## src/rtl/sfx_pkg.sv

```systemverilog
package sfx_pkg;
    // register byte offsets seen by the host
    localparam logic [4:0] OFS_MODE   = 5'h00;
    localparam logic [4:0] OFS_CMD    = 5'h04;
    localparam logic [4:0] OFS_RXN    = 5'h08;
    localparam logic [4:0] OFS_BUF_LO = 5'h0C;
    localparam logic [4:0] OFS_BUF_HI = 5'h10;
    localparam logic [4:0] OFS_DIR    = 5'h14;
    localparam logic [4:0] OFS_DONE   = 5'h18;
    localparam logic [4:0] OFS_BASE   = 5'h1C;

    localparam int MAX_CMD   = 5;
    localparam int START_BIT = 7;
    localparam int TXN_LSB   = 8;

    typedef enum logic [3:0] {
        S_IDLE, S_CMD_GO, S_CMD_WAIT, S_TX_RD, S_TX_GO, S_TX_WAIT,
        S_RX_GO, S_RX_WAIT, S_RX_PUT, S_CLOSE
    } eng_state_e;
endpackage

```

## src/rtl/sfx_regs.sv

```systemverilog
module sfx_regs
    import sfx_pkg::*;
#(
    parameter int ADDR_W = 16,
    parameter int CNT_W  = 20
) (
    input  logic                 clk,
    input  logic                 rst_n,
    input  logic                 wr_en,
    input  logic [4:0]           addr,
    input  logic [31:0]          wdata,
    input  logic                 engine_busy,
    input  logic                 set_done,
    output logic                 launch,
    output logic                 done_flag,
    output logic [2:0]           ncmd,
    output logic [CNT_W-1:0]     tx_cnt,
    output logic [CNT_W-1:0]     rx_cnt,
    output logic [8*MAX_CMD-1:0] cmd_bytes,
    output logic [MAX_CMD-1:0]   dir_mask,
    output logic [ADDR_W-1:0]    base,
    output logic [31:0]          rdata
);
    logic [31:0] buf_lo;
    logic [7:0]  buf_hi;
    logic [31:0] base_q;
    logic        busy;
    logic        wr_ok;
    logic        start_hit;

    assign busy      = engine_busy | launch;
    assign wr_ok     = wr_en & ~busy;
    assign start_hit = wr_ok && (addr == OFS_CMD) && wdata[START_BIT];

    always_ff @(posedge clk or negedge rst_n) begin
        if (!rst_n) begin
            ncmd      <= '0;
            tx_cnt    <= '0;
            rx_cnt    <= '0;
            buf_lo    <= '0;
            buf_hi    <= '0;
            dir_mask  <= '0;
            base_q    <= '0;
            launch    <= 1'b0;
            done_flag <= 1'b0;
        end else begin
            launch <= start_hit;
            if (start_hit)     done_flag <= 1'b0;
            else if (set_done) done_flag <= 1'b1;
            if (wr_ok) begin
                unique case (addr)
                    OFS_CMD: begin
                        ncmd   <= wdata[2:0];
                        tx_cnt <= wdata[TXN_LSB +: CNT_W];
                    end
                    OFS_RXN:    rx_cnt   <= wdata[CNT_W-1:0];
                    OFS_BUF_LO: buf_lo   <= wdata;
                    OFS_BUF_HI: buf_hi   <= wdata[7:0];
                    OFS_DIR:    dir_mask <= wdata[MAX_CMD-1:0];
                    OFS_BASE:   base_q   <= wdata;
                    default: ;
                endcase
            end
        end
    end

    assign cmd_bytes = {buf_hi, buf_lo};
    assign base      = base_q[ADDR_W-1:0];

    always_comb begin
        rdata = '0;
        unique case (addr)
            OFS_MODE:   rdata = '0;
            OFS_CMD: begin
                rdata[2:0]                = ncmd;
                rdata[TXN_LSB +: CNT_W]   = tx_cnt;
            end
            OFS_RXN:    rdata[CNT_W-1:0]   = rx_cnt;
            OFS_BUF_LO: rdata              = buf_lo;
            OFS_BUF_HI: rdata[7:0]         = buf_hi;
            OFS_DIR:    rdata[MAX_CMD-1:0] = dir_mask;
            OFS_DONE:   rdata[0]           = done_flag;
            OFS_BASE:   rdata              = base_q;
            default:    rdata              = '0;
        endcase
    end
endmodule

```

## src/rtl/sfx_shift.sv

```systemverilog
module sfx_shift #(
    parameter int HALF_DIV = 2
) (
    input  logic       clk,
    input  logic       rst_n,
    input  logic       go,
    input  logic [7:0] tx_byte,
    input  logic       miso,
    output logic       sclk,
    output logic       mosi,
    output logic       done,
    output logic [7:0] rx_byte
);
    localparam int DIV_W = (HALF_DIV > 1) ? $clog2(HALF_DIV) : 1;

    logic             active;
    logic [DIV_W-1:0] div;
    logic [2:0]       bitc;
    logic [7:0]       sreg;
    logic             tick;

    assign tick = (div == DIV_W'(HALF_DIV - 1));

    always_ff @(posedge clk or negedge rst_n) begin
        if (!rst_n) begin
            active  <= 1'b0;
            div     <= '0;
            bitc    <= '0;
            sreg    <= '0;
            sclk    <= 1'b0;
            done    <= 1'b0;
            rx_byte <= '0;
        end else begin
            done <= 1'b0;
            if (go) begin
                active <= 1'b1;
                sreg   <= tx_byte;
                bitc   <= '0;
                div    <= '0;
                sclk   <= 1'b0;
            end else if (active) begin
                if (tick) begin
                    div <= '0;
                    if (!sclk) begin
                        sclk    <= 1'b1;
                        rx_byte <= {rx_byte[6:0], miso};
                    end else begin
                        sclk <= 1'b0;
                        if (bitc == 3'd7) begin
                            active <= 1'b0;
                            done   <= 1'b1;
                        end else begin
                            bitc <= bitc + 3'd1;
                            sreg <= {sreg[6:0], 1'b0};
                        end
                    end
                end else begin
                    div <= div + DIV_W'(1);
                end
            end
        end
    end

    assign mosi = sreg[7];
endmodule

```

## src/rtl/sfx_engine.sv

```systemverilog
module sfx_engine
    import sfx_pkg::*;
#(
    parameter int ADDR_W   = 16,
    parameter int CNT_W    = 20,
    parameter int HALF_DIV = 2
) (
    input  logic              clk,
    input  logic              rst_n,
    input  logic              reg_wr,
    input  logic [4:0]        reg_addr,
    input  logic [31:0]       reg_wdata,
    output logic [31:0]       reg_rdata,
    output logic              mem_en,
    output logic              mem_we,
    output logic [ADDR_W-1:0] mem_addr,
    output logic [7:0]        mem_wdata,
    input  logic [7:0]        mem_rdata,
    output logic              spi_sclk,
    output logic              spi_cs_n,
    output logic              spi_mosi,
    output logic              spi_mosi_oe,
    input  logic              spi_miso
);
    localparam int CMD_W = 8 * MAX_CMD;

    eng_state_e         st, st_nx;
    logic               launch, done_flag, engine_busy;
    logic [2:0]         ncmd, nbytes, idx;
    logic [CNT_W-1:0]   tx_cnt, rx_cnt, tx_left, rx_left;
    logic [CMD_W-1:0]   cmd_bytes;
    logic [MAX_CMD-1:0] dir_mask;
    logic [ADDR_W-1:0]  base, ptr;
    logic               oe_q;
    logic               sh_go, sh_done, sh_mosi;
    logic [7:0]         sh_byte, sh_rx, cmd_sel;
    logic               last_cmd;

    assign engine_busy = (st != S_IDLE);

    sfx_regs #(.ADDR_W(ADDR_W), .CNT_W(CNT_W)) u_regs (
        .clk(clk), .rst_n(rst_n), .wr_en(reg_wr), .addr(reg_addr),
        .wdata(reg_wdata), .engine_busy(engine_busy),
        .set_done(st == S_CLOSE), .launch(launch), .done_flag(done_flag),
        .ncmd(ncmd), .tx_cnt(tx_cnt), .rx_cnt(rx_cnt),
        .cmd_bytes(cmd_bytes), .dir_mask(dir_mask), .base(base),
        .rdata(reg_rdata)
    );

    sfx_shift #(.HALF_DIV(HALF_DIV)) u_shift (
        .clk(clk), .rst_n(rst_n), .go(sh_go), .tx_byte(sh_byte),
        .miso(spi_miso), .sclk(spi_sclk), .mosi(sh_mosi),
        .done(sh_done), .rx_byte(sh_rx)
    );

    assign nbytes   = (ncmd == 3'd0) ? 3'd1 :
                      (ncmd > 3'(MAX_CMD)) ? 3'(MAX_CMD) : ncmd;
    assign last_cmd = (idx == nbytes - 3'd1);
    assign cmd_sel  = cmd_bytes[6'({idx, 3'b000}) +: 8];

    // state register
    always_ff @(posedge clk or negedge rst_n) begin
        if (!rst_n) st <= S_IDLE;
        else        st <= st_nx;
    end

    // next state
    always_comb begin
        st_nx = st;
        unique case (st)
            S_IDLE:     if (launch) st_nx = S_CMD_GO;
            S_CMD_GO:   st_nx = S_CMD_WAIT;
            S_CMD_WAIT: if (sh_done) begin
                            if (!last_cmd)           st_nx = S_CMD_GO;
                            else if (tx_left != '0)  st_nx = S_TX_RD;
                            else if (rx_left != '0)  st_nx = S_RX_GO;
                            else                     st_nx = S_CLOSE;
                        end
            S_TX_RD:    st_nx = S_TX_GO;
            S_TX_GO:    st_nx = S_TX_WAIT;
            S_TX_WAIT:  if (sh_done) begin
                            if (tx_left != '0)       st_nx = S_TX_RD;
                            else if (rx_left != '0)  st_nx = S_RX_GO;
                            else                     st_nx = S_CLOSE;
                        end
            S_RX_GO:    st_nx = S_RX_WAIT;
            S_RX_WAIT:  if (sh_done) st_nx = S_RX_PUT;
            S_RX_PUT:   st_nx = (rx_left == CNT_W'(1)) ? S_CLOSE : S_RX_GO;
            S_CLOSE:    st_nx = S_IDLE;
            default:    st_nx = S_IDLE;
        endcase
    end

    // outputs
    always_comb begin
        spi_cs_n  = (st == S_IDLE) || (st == S_CLOSE);
        sh_go     = 1'b0;
        sh_byte   = 8'h00;
        mem_en    = 1'b0;
        mem_we    = 1'b0;
        mem_addr  = ptr;
        mem_wdata = sh_rx;
        unique case (st)
            S_CMD_GO: begin sh_go = 1'b1; sh_byte = cmd_sel;   end
            S_TX_RD:  mem_en = 1'b1;
            S_TX_GO:  begin sh_go = 1'b1; sh_byte = mem_rdata; end
            S_RX_GO:  sh_go = 1'b1;
            S_RX_PUT: begin mem_en = 1'b1; mem_we = 1'b1;      end
            default: ;
        endcase
    end

    assign spi_mosi    = sh_mosi & oe_q;
    assign spi_mosi_oe = oe_q;

    // datapath counters and pointer
    always_ff @(posedge clk or negedge rst_n) begin
        if (!rst_n) begin
            idx     <= '0;
            tx_left <= '0;
            rx_left <= '0;
            ptr     <= '0;
            oe_q    <= 1'b0;
        end else begin
            unique case (st)
                S_IDLE: if (launch) begin
                    idx     <= '0;
                    tx_left <= tx_cnt;
                    rx_left <= rx_cnt;
                    ptr     <= base;
                end
                S_CMD_GO:   oe_q <= dir_mask[idx];
                S_CMD_WAIT: if (sh_done) idx <= idx + 3'd1;
                S_TX_GO: begin
                    oe_q    <= 1'b1;
                    ptr     <= ptr + ADDR_W'(1);
                    tx_left <= tx_left - CNT_W'(1);
                end
                S_RX_GO:    oe_q <= 1'b0;
                S_RX_PUT: begin
                    ptr     <= ptr + ADDR_W'(1);
                    rx_left <= rx_left - CNT_W'(1);
                end
                S_CLOSE:    oe_q <= 1'b0;
                default: ;
            endcase
        end
    end
endmodule

```

## config.mk

```make
export PLATFORM = sky130hd
export DESIGN_NAME = sfx_engine
export DESIGN_NICKNAME = d
export VERILOG_FILES = /design/src/rtl/sfx_pkg.sv /design/src/rtl/sfx_regs.sv /design/src/rtl/sfx_shift.sv /design/src/rtl/sfx_engine.sv
export SDC_FILE = /design/constraint.sdc
export NUM_CORES = 1
export LEC_CHECK = 0
export BUFFER_PORTS_ARGS = -buffer_cell sky130_fd_sc_hd__buf_2
export CORE_MARGIN = 2
export CORE_UTILIZATION = 38
export DETAILED_ROUTE_END_ITERATION = 8
export SKIP_LAST_GASP = 1
export SLEW_MARGIN = 30
export SYNTH_ARGS = -nofsm -noshare
export SYNTH_HDL_FRONTEND = slang
export SYNTH_SLANG_ARGS = --single-unit
```

## constraint.sdc

```tcl
create_clock -name clk -period 4.52 [get_ports clk]
set_input_delay 0.452 -clock clk [delete_from_list [all_inputs] [get_ports clk]]
set_output_delay 0.452 -clock clk [all_outputs]
set_load 0.01 [all_outputs]
```

==> flow_summary.toml <==
[status]
status = "completed"

[finish]
fin_nets = 1115
insertedDiodeCount = 0
area_growth_pct = 15.5
final_area_um2 = 12200
drive_above_1_share_pct = 19.5

[pwr]
power_leakage_uw = 0.00586
peakVddDrop_mv = 0.249
power.density_nw_per_um2 = 537

[synthesis]
ys_warn_count = 0
syn_area_per_cell_um2 = 11.0
synthFlopType = "dfrtp_1"
syn-cell-area_um2 = 10600
ys_ff_latch = 209
synth_edf_count = 0
syn_inst = 965
synth_cell_types = 78
synth-async-reset-ratio_pct = 100
synth-seq-area-share_pct = 49.4
synth_nets = 1024

[placement]
place_area_um2 = 11500
place.gp.congestion = 0.864
preCtsSetupSlack_ns = 1.39
port_buffers = 110
place_hpwl_um = 22100

[sta]
finalWorstSetupSlack_ns = 1.42
worst_pin_slew_ns = 0.918
finalSetupViolCount = 0
final.setup_skew_ns = 0.00994
fmax_mhz = 323
rsz0062_at_grt = "no"
whs_ns = 0.0327
tns_ns = 0
slew_headroom_pct = 38.3
finalCriticalPeriod_ns = 3.10
slew_viol_final = 0
finalHoldViolCount = 0
fin_crit_sh_pct = 68.6

[setup_path]
critPathLaunchType = "flop"
critPathKind = "flop to output pin"
worstSetupEndpointType = "output pin"
cp_max_fo = 20
cp.required_ns = 4.07
cp.arrival_ns = 2.65

[global_route]
antenna_found_initial = 0
grt_pass1_vias = 7958
grt_pass1_wl_um = 47200
overflow = 0
grt_max_degree = 100
track_usage_pct = 20.9

[run]
max_cap_violations = 0

[routing]
drtPass1Iterations = 5
drtAntennaViolNets = 0
drt_iter0_drc = 714
num_vias = 8383
drcViolationCount = 0
via_per_inst = 5.79
drt_wl_total_um = 30800
wl_per_cell_um = 21.2

[die]
pin_count = 111
initial_core_util_pct = 38.4
die_y_um = 171
dieArea_um2 = 29200
core_area_um2 = 27600
rows = 61
die-width_um = 171

[clock_tree]
post_cts_resized = 0
root_buffer = "clkbuf_16"
clock-sinks = 209
cts_max_level = 1
clk_pin_slew_worst_paths_ns = 0.06
postCtsSetupBuffers = 0
hold_buffers = 0
cts_tree = "built"
clockBufferDepth = 3
clk_latency_ns = 0.51
cts-buffers-inserted = 23

[min_path]
hp-class = "primary input to asynchronous set/reset pin"
[final cells by class]
type	count	area, um^2
sequential	209	5230
inverter	13	48.8
tap	378	473
timing repair buffer	124	664
clock inverter	5	53.8
multi-input combinational	685	5090
fill	2747	15400
clock buffer	35	681
[cells in the final DEF, fill, tap and decap left out, types with 12 or more instances in the layout]
| master | netlist | layout |
|---|---|---|
| buf_2 | 17 | 109 |
| nand3_1 | 22 | 21 |
| mux2i_1 | 15 | 15 |
| a22oi_1 | 46 | 46 |
| nor3_1 | 26 | 26 |
| and3_1 | 12 | 12 |
| o221ai_1 | 12 | 12 |
| clkbuf_16 | 0 | 23 |
| mux2_1 | 113 | 113 |
| o21ai_0 | 25 | 25 |
| a211oi_1 | 16 | 16 |
| mux2_2 | 16 | 16 |
| dfrtp_1 | 209 | 209 |
| buf_4 | 3 | 14 |
| nor2_1 | 75 | 75 |
| nand2_1 | 92 | 91 |
| a21oi_1 | 24 | 24 |
[worst max-delay path: stages, from the launching register on]
cell,delay (ns)
dfrtp_1,0.61
nor2_2,0.42
nand3_1,0.49
inv_2,0.40
buf_2,0.21
[state kept, by name, indices dropped and copies added (netlist names), 3 cells and up]
register         count
u_regs.ncmd          3
u_regs.buf_hi        8
st                   4
u_shift.sreg         8
mem_addr            16
idx                  3
u_shift.rx_byte      8
u_regs.buf_lo       32
rx_left             20
u_regs.rx_cnt       20
u_shift.bitc         3
u_regs.dir_mask      5
tx_left             20
u_regs.tx_cnt       20
u_regs.base_q       32
[routing by layer]
metal | share of wire (%) | GRT usage [%]
met1 | 47 | 32.0
met2 | 45 | 31.5
met3 | 5.7 | 3.03
met5 | 0 | 0
met4 | 1.8 | 4.24
[per-stage QoR]
step | power (uW) | util, % | instances
floorplan | 4090 | - | 965
global placement | 4710 | 41.7 | 1409
detailed placement | 4760 | 41.7 | 1409
CTS | 6610 | 44.3 | 1449
global route | 6990 | 44.3 | 1449
finish | 6580 | 44.3 | 1449
[cells by family after synthesis]
family          Yosys count  share of synthesized area (%)
mux                     153                           17.0
simple gates            300                           14.3
flops                   209                           49.4
xor+xnor                  9                          0.744
compound gates          213                           14.5
buf+inv                  71                           2.82
fa+ha+maj                10                           1.18
[cell usage after synthesis (all sizes together) (9+ instances only)]
library cell  instances  share of area (%)
clkbuf               33                1.2
and3                 12               0.71
o22ai                10               0.65
nor3                 28                1.4
a21oi                24                1.1
a311oi               10               0.83
nor4                 10               0.85
buf                  25                1.2
nor3b                 9               0.73
inv                  12               0.43
o211ai               10               0.71
o21ai                29                1.4
a211oi               16                1.1
o221ai               12               0.99
mux2                129                 14
nand2                92                3.3
mux2i                15                1.4
a22oi                46                3.3
ha                   10                1.2
nand4                 9               0.53
nor2                 76                2.7
nand3                22                1.0
dfrtp               209                 49
mux4                  9                1.9
[report_power, final]
group | leakage [uW] | switching, uW | internal (uW)
Clock | 0.000364 | 744 | 1090
Combinational | 0.00271 | 1040 | 827
Sequential | 0.00278 | 543 | 2340
[path summary, 6_finish.rpt]
path,from,end,slack [ns],depth (start not counted)
worst max-delay path,st[0],mem_we,1.42,4
worst min-delay path,rst_n,u_shift.rx_byte[7],0.03,1
worst max register to register,st[0],rx_left[16],1.45,7
worst min register to register,u_shift.sreg[7],u_shift.sreg[7],0.48,1
max in group asynchronous,rst_n,u_regs.buf_lo[10],3.44,2
min in group clk,mem_rdata[0],u_shift.sreg[0],0.16,3
(Power assumes the default switching activity.)
